[src/rtl/ccsr_pkg.sv]
package ccsr_pkg;
  localparam int CNT_W  = 64;
  localparam int HALF_W = 32;
  localparam int ADDR_W = 12;

  typedef enum logic [1:0] {
    OP_READ  = 2'd0,
    OP_WRITE = 2'd1,
    OP_SET   = 2'd2,
    OP_CLEAR = 2'd3
  } csr_op_e;

  typedef enum logic [2:0] {
    SEL_NONE,
    SEL_VIEW,
    SEL_VIEWH,
    SEL_CNT,
    SEL_CNTH,
    SEL_CMP
  } csr_sel_e;

  localparam logic [ADDR_W-1:0] A_CYC    = 12'hC00;
  localparam logic [ADDR_W-1:0] A_TIM    = 12'hC01;
  localparam logic [ADDR_W-1:0] A_RET    = 12'hC02;
  localparam logic [ADDR_W-1:0] A_CYCH   = 12'hC80;
  localparam logic [ADDR_W-1:0] A_TIMH   = 12'hC81;
  localparam logic [ADDR_W-1:0] A_RETH   = 12'hC82;
  localparam logic [ADDR_W-1:0] A_CNT    = 12'h506;
  localparam logic [ADDR_W-1:0] A_CNTH   = 12'h586;
  localparam logic [ADDR_W-1:0] A_CMP    = 12'h507;
endpackage

[src/rtl/ccsr_decode.sv]
module ccsr_decode
  import ccsr_pkg::*;
#(
  parameter int XLEN = 32
) (
  input  logic              en,
  input  csr_op_e           op,
  input  logic [ADDR_W-1:0] addr,
  output csr_sel_e          sel,
  output logic              illegal,
  output logic              wr_cnt,
  output logic              wr_cnt_hi,
  output logic              wr_cmp
);
  localparam bit HAS_HI = (XLEN == HALF_W);

  logic is_wr;
  logic ro;
  logic ok;

  always_comb begin
    sel = SEL_NONE;
    case (addr)
      A_CYC, A_TIM, A_RET:    sel = SEL_VIEW;
      A_CYCH, A_TIMH, A_RETH: sel = HAS_HI ? SEL_VIEWH : SEL_NONE;
      A_CNT:                  sel = SEL_CNT;
      A_CNTH:                 sel = HAS_HI ? SEL_CNTH : SEL_NONE;
      A_CMP:                  sel = SEL_CMP;
      default:                sel = SEL_NONE;
    endcase
  end

  always_comb begin
    is_wr     = (op != OP_READ);
    ro        = (sel == SEL_VIEW) || (sel == SEL_VIEWH);
    illegal   = en && ((sel == SEL_NONE) || (ro && is_wr));
    ok        = en && !illegal;
    wr_cnt    = ok && is_wr && (sel == SEL_CNT);
    wr_cnt_hi = ok && is_wr && (sel == SEL_CNTH);
    wr_cmp    = ok && is_wr && (sel == SEL_CMP);
  end
endmodule

[src/rtl/ccsr_counter.sv]
module ccsr_counter
  import ccsr_pkg::*;
(
  input  logic              clk,
  input  logic              rst_n,
  input  logic              load_full,
  input  logic              load_hi,
  input  logic [CNT_W-1:0]  full_val,
  input  logic [HALF_W-1:0] hi_val,
  output logic [CNT_W-1:0]  count
);
  logic [CNT_W-1:0] cnt_q;
  logic [CNT_W-1:0] cnt_d;

  always_comb begin
    if (load_full)    cnt_d = full_val;
    else if (load_hi) cnt_d = {hi_val, cnt_q[HALF_W-1:0]};
    else              cnt_d = cnt_q + CNT_W'(1);
  end

  always_ff @(posedge clk or negedge rst_n) begin
    if (!rst_n) cnt_q <= '0;
    else        cnt_q <= cnt_d;
  end

  assign count = cnt_q;
endmodule

[src/rtl/ccsr_timer.sv]
module ccsr_timer #(
  parameter int XLEN = 32
) (
  input  logic            clk,
  input  logic            rst_n,
  input  logic            wr_cmp,
  input  logic [XLEN-1:0] cmp_new,
  input  logic [XLEN-1:0] cnt_low,
  output logic [XLEN-1:0] cmp,
  output logic            irq
);
  logic [XLEN-1:0] cmp_q;
  logic            irq_q;
  logic            irq_d;
  logic            cmp_ce;

  always_comb begin
    cmp_ce = wr_cmp;
    if (wr_cmp)                 irq_d = 1'b0;
    else if (cnt_low == cmp_q)  irq_d = 1'b1;
    else                        irq_d = irq_q;
  end

  always_ff @(posedge clk or negedge rst_n) begin
    if (!rst_n)      cmp_q <= '1;
    else if (cmp_ce) cmp_q <= cmp_new;
  end

  always_ff @(posedge clk or negedge rst_n) begin
    if (!rst_n) irq_q <= 1'b0;
    else        irq_q <= irq_d;
  end

  assign cmp = cmp_q;
  assign irq = irq_q;
endmodule

[src/rtl/ctr_cmp_csr.sv]
module ctr_cmp_csr
  import ccsr_pkg::*;
#(
  parameter int XLEN = 32,
  parameter int REGW = 64
) (
  input  logic              clk,
  input  logic              rst_n,
  input  logic              csr_en,
  input  logic [1:0]        csr_op,
  input  logic [ADDR_W-1:0] csr_addr,
  input  logic [XLEN-1:0]   csr_wdata,
  output logic [REGW-1:0]   csr_rdata,
  output logic              csr_illegal,
  output logic              timer_irq
);
  csr_op_e          op_e;
  csr_sel_e         sel;
  logic             illegal;
  logic             wr_cnt;
  logic             wr_cnt_hi;
  logic             wr_cmp;
  logic [CNT_W-1:0] count_q;
  logic [XLEN-1:0]  cmp_q;
  logic [XLEN-1:0]  old_val;
  logic [XLEN-1:0]  rd_val;
  logic [XLEN-1:0]  new_val;
  logic [CNT_W-1:0] full_val;

  assign op_e = csr_op_e'(csr_op);

  ccsr_decode #(.XLEN(XLEN)) u_dec (
    .en        (csr_en),
    .op        (op_e),
    .addr      (csr_addr),
    .sel       (sel),
    .illegal   (illegal),
    .wr_cnt    (wr_cnt),
    .wr_cnt_hi (wr_cnt_hi),
    .wr_cmp    (wr_cmp)
  );

  always_comb begin
    case (sel)
      SEL_VIEW, SEL_CNT:   old_val = count_q[XLEN-1:0];
      SEL_VIEWH, SEL_CNTH: old_val = XLEN'(count_q[CNT_W-1:HALF_W]);
      SEL_CMP:             old_val = cmp_q;
      default:             old_val = '0;
    endcase
  end

  always_comb begin
    case (op_e)
      OP_WRITE: new_val = csr_wdata;
      OP_SET:   new_val = old_val | csr_wdata;
      OP_CLEAR: new_val = old_val & ~csr_wdata;
      default:  new_val = old_val;
    endcase
  end

  assign rd_val = illegal ? '0 : old_val;

  generate
    if (REGW > XLEN) begin : g_rd_sext
      assign csr_rdata = {{(REGW-XLEN){rd_val[XLEN-1]}}, rd_val};
    end else begin : g_rd_flat
      assign csr_rdata = rd_val;
    end
    if (CNT_W > XLEN) begin : g_ld_sext
      assign full_val = {{(CNT_W-XLEN){new_val[XLEN-1]}}, new_val};
    end else begin : g_ld_flat
      assign full_val = new_val;
    end
  endgenerate

  ccsr_counter u_cnt (
    .clk       (clk),
    .rst_n     (rst_n),
    .load_full (wr_cnt),
    .load_hi   (wr_cnt_hi),
    .full_val  (full_val),
    .hi_val    (new_val[HALF_W-1:0]),
    .count     (count_q)
  );

  ccsr_timer #(.XLEN(XLEN)) u_tmr (
    .clk     (clk),
    .rst_n   (rst_n),
    .wr_cmp  (wr_cmp),
    .cmp_new (new_val),
    .cnt_low (count_q[XLEN-1:0]),
    .cmp     (cmp_q),
    .irq     (timer_irq)
  );

  assign csr_illegal = illegal;
endmodule

[config.mk]
export PLATFORM = sky130hd
export DESIGN_NAME = ctr_cmp_csr
export DESIGN_NICKNAME = d
export VERILOG_FILES = /design/src/rtl/ccsr_pkg.sv /design/src/rtl/ccsr_decode.sv /design/src/rtl/ccsr_counter.sv /design/src/rtl/ccsr_timer.sv /design/src/rtl/ctr_cmp_csr.sv
export SDC_FILE = /design/constraint.sdc
export NUM_CORES = 1
export LEC_CHECK = 0
export ABC_AREA = 1
export BUFFER_PORTS_ARGS = -buffer_cell sky130_fd_sc_hd__buf_2
export CAP_MARGIN = 20
export CORE_MARGIN = 2
export CORE_UTILIZATION = 40
export CTS_CLUSTER_DIAMETER = 60
export DETAILED_ROUTE_END_ITERATION = 12
export GPL_ROUTABILITY_DRIVEN = 0
export SKIP_LAST_GASP = 1
export SLEW_MARGIN = 20
export SYNTH_ARGS = -nofsm -noshare
export SYNTH_HDL_FRONTEND = slang
export SYNTH_SLANG_ARGS = --single-unit
[constraint.sdc]
create_clock -name clk -period 2.5 [get_ports clk]
set_clock_uncertainty 0.05 [all_clocks]
set_input_delay 0.25 -clock clk [delete_from_list [all_inputs] [get_ports clk]]
set_output_delay 0.25 -clock clk [all_outputs]
set_load 0.005 [all_outputs]
==> results.py <==
metrics = {
    "synthesis": {
        "synth_area_um2": 8539,
        "yosysTopAreaCellShare_pct": 22.33,
        "synth-compound-area-share_pct": 8.278,
        "synth_area_leaders": "nand2_1 22%, dfrtp_1 19%, nand3_1 11%",
        "post_synth_xor_area_fraction_pct": 5.128,
        "synth_warnings": 0,
        "synth-simple-area-share_pct": 45.10,
        "synth_top_family_by_area": "simple AND/OR/NAND/NOR gates",
        "synth_cell_types": 38,
        "synthCells": 1405,
        "synth_nets": 1455,
        "synthMuxAreaShare_pct": 0,
        "synthAdderAreaFrac_pct": 0.1465,
        "synth.largest_area_cell": "nand2_1",
        "ys_seq_area_share_pct": 28.89,
        "avgSynthCellArea_um2": 6.078,
        "ys_seq_elements": 97,
    },
    "placement": {
        "dp_hpwl_mm": 26.40,
        "place_inst": 1762,
        "io_buffers": 114,
        "dp_slack_ns": 0.2112,
    },
    "layout": {
        "mostFrequentLayoutCells": "508 x nand2_1, 190 x nand3_1, 134 x inv_1",
        "ff_latch_area_um2": 2467,
        "post_route_cells_drive_above_1_share_pct": 16.22,
        "fill_cells": 2275,
        "multi_input_area_um2": 5024,
        "utilization_pct": 46.40,
        "final_nets": 1549,
        "area.growth.synth_to_final_pct": 13.86,
        "stdcell_count": 1780,
        "final_common_cell": "nand2_1",
    },
    "floorplan": {
        "core_area_um2": 20960,
        "row_count": 53,
        "die_h_um": 150.1,
        "die_area_um2": 22530,
        "floorplan.initialDensity_pct": 40.75,
        "boundaryPins": 115,
        "die_w_um": 150.1,
    },
    "worst_setup_path": {
        "critPathLaunchType": "register",
        "critPathRequiredTime_ns": 2.75,
        "rr_startpoint": "u_cnt.count[8]",
        "reg2reg_slack_ns": 0.18,
        "crit_fanout": 7,
        "reg2regPathDepth": 10,
        "critPathKind": "reg -> reg",
        "r2r_end": "u_cnt.count[23]",
        "critPathArrivalTime_ns": 2.57,
        "endpoint_kind": "register",
    },
    "status": {
        "run_status": "complete, no violations",
    },
    "sta": {
        "drv_slew": 0,
        "slew_headroom_pct": 55.60,
        "min_period_ns": 2.316,
        "min_period_over_period_pct": 92.64,
        "tns_ns": 0,
        "grt_setup_unrepaired": "false",
        "setup_violations": 0,
        "fin_ws_ns": 0.1839,
        "finalHoldViolCount": 0,
        "fmax_mhz": 431.8,
        "worst_pin_slew_ns": 0.6590,
    },
    "power": {
        "ir_drop_mv": 0.3027,
        "power_mw": 3.891,
        "p_leak_nw": 4.914,
        "powerDensity_nw_per_um2": 400.2,
    },
    "clock_network": {
        "numCtsBuffers": 9,
        "cts_max_level": 3,
        "cts_tree": "built",
        "clock_path_buffers": 2,
        "cts_root_buffer": "clkbuf_16",
        "clkTransAtPathRegs_ns": 0.07,
        "ctsHoldBuffers": 1,
        "insertion_delay_ns": 0.36,
        "cts.sinks": 97,
        "postCtsResizedCells": 0,
        "postCtsSetupRepairBufs": 0,
    },
    "hold_path": {
        "hold_depth": 3,
        "hold_class": "in -> reg",
        "min_to": "u_tmr.cmp[25]",
        "hold_start": "csr_wdata[25]",
    },
    "drt": {
        "vias_per_cell": 5.575,
        "drc": 0,
        "wl_per_cell_um": 18.91,
        "drt_iter0_markers": 892,
        "routed_wl_mm": 33.67,
        "detail-route-antenna-nets": 0,
        "vias": 9923,
        "drt_pass1_iterations": 8,
    },
    "grt": {
        "gr-total-overflow": 0,
        "grt_max_degree": 42,
        "grt_usage_pct": 30.17,
        "antenna_found_initial": 1,
        "grt_pass1_wl_mm": 51.56,
        "grt_pass1_vias": 9092,
    },
    "job": {
        "cap_viol_max_count": 0,
    },
}
## how the worst max path moves through the flow
stage	slack, ns	endpoint	start
after floorplan	0.26	csr_rdata[32]	csr_addr[4]
after global placement	0.19	u_cnt.count[63]	csr_op[0]
after detailed placement	0.21	u_cnt.count[63]	csr_addr[3]
after CTS	0.28	csr_rdata[41]	csr_addr[3]
after global routing	0.09	csr_rdata[16]	csr_addr[9]
final	0.18	u_cnt.count[23]	u_cnt.count[8]
## worst max-delay path, stage by stage (launching register included)
cell and delay [ns]:
dfrtp_1 0.51, nand2_1 0.17, nor2_1 0.18, nand3_1 0.19, inv_1 0.10, nand2_1 0.11
nor2_2 0.33, nand2_1 0.24, o21ai_1 0.18, nand3_1 0.11, nand2_1 0.08
## final cells by class
type	count	share of cell area [%]
Multi-Input combinational cell	1075	51.67
Sequential cell	97	25.38
Timing Repair Buffer	179	11.20
Inverter	137	5.289
Tap cell	275	3.539
Clock buffer	12	2.638
Clock inverter	4	0.2702
Antenna cell	1	0.02574
## report_power, final
group	total, mW	internal [mW]	leakage (nW)	switching, mW
sequential	1.71	1.63	1.15	0.0742
combinational	0.765	0.272	3.63	0.492
clock	1.42	0.733	0.139	0.686
## layer usage
metal / vias to the layer above / GRT usage [%] / share of wire (%)
li1: 4693 / - / -
met1: 4625 / 41.21 / 43
met2: 526 / 47.12 / 44
met3: 79 / 5.091 / 8.6
met4: 0 / 12.97 / 3.9
met5: - / 0 / 0
## sequential cells by signal, summed over array words and instances, names as in the netlist
signal and count:
u_tmr.cmp 32, u_tmr.irq 1, u_cnt.count 64
## cells by family after synthesis
family / count (synthesis)
adder cells (fa/ha/maj): 1
AO/OA/AOI/OAI: 119
flip-flops: 97
AND/OR/NAND/NOR: 905
buffers and inverters: 233
XOR/XNOR: 50
## metrics by stage
step	hold WS, ns	cell area, um^2
after floorplan	-0.09559	8539
after global placement	0.2367	9428
after detailed placement	0.2352	9428
after CTS	0.09356	9721
after global routing	0.1070	9721
final	0.09219	9723
## cells in the mapped netlist
master	n
buf_4	35
inv_1	134
xnor2_1	33
dfrtp_1	65
o211ai_1	29
clkbuf_2	2
nor3_2	3
nor2_1	114
nand2_1	508
nor4_4	1
or2_2	1
nor4b_1	1
and3_1	1
inv_2	3
buf_6	2
o21ai_0	60
o2111ai_1	1
nand2_2	1
nor3_1	40
buf_1	6
o21ai_1	4
nor2_2	5
o221ai_1	1
xor2_1	17
o21ai_2	1
a21oi_1	2
buf_2	32
nand3b_1	1
nand4_1	31
ha_1	1
and2_1	5
nor4_1	2
a31oi_1	20
clkbuf_1	19
nand3_1	190
nand3_2	1
dfstp_2	32
o21bai_1	1
(Power assumes the default switching activity.)
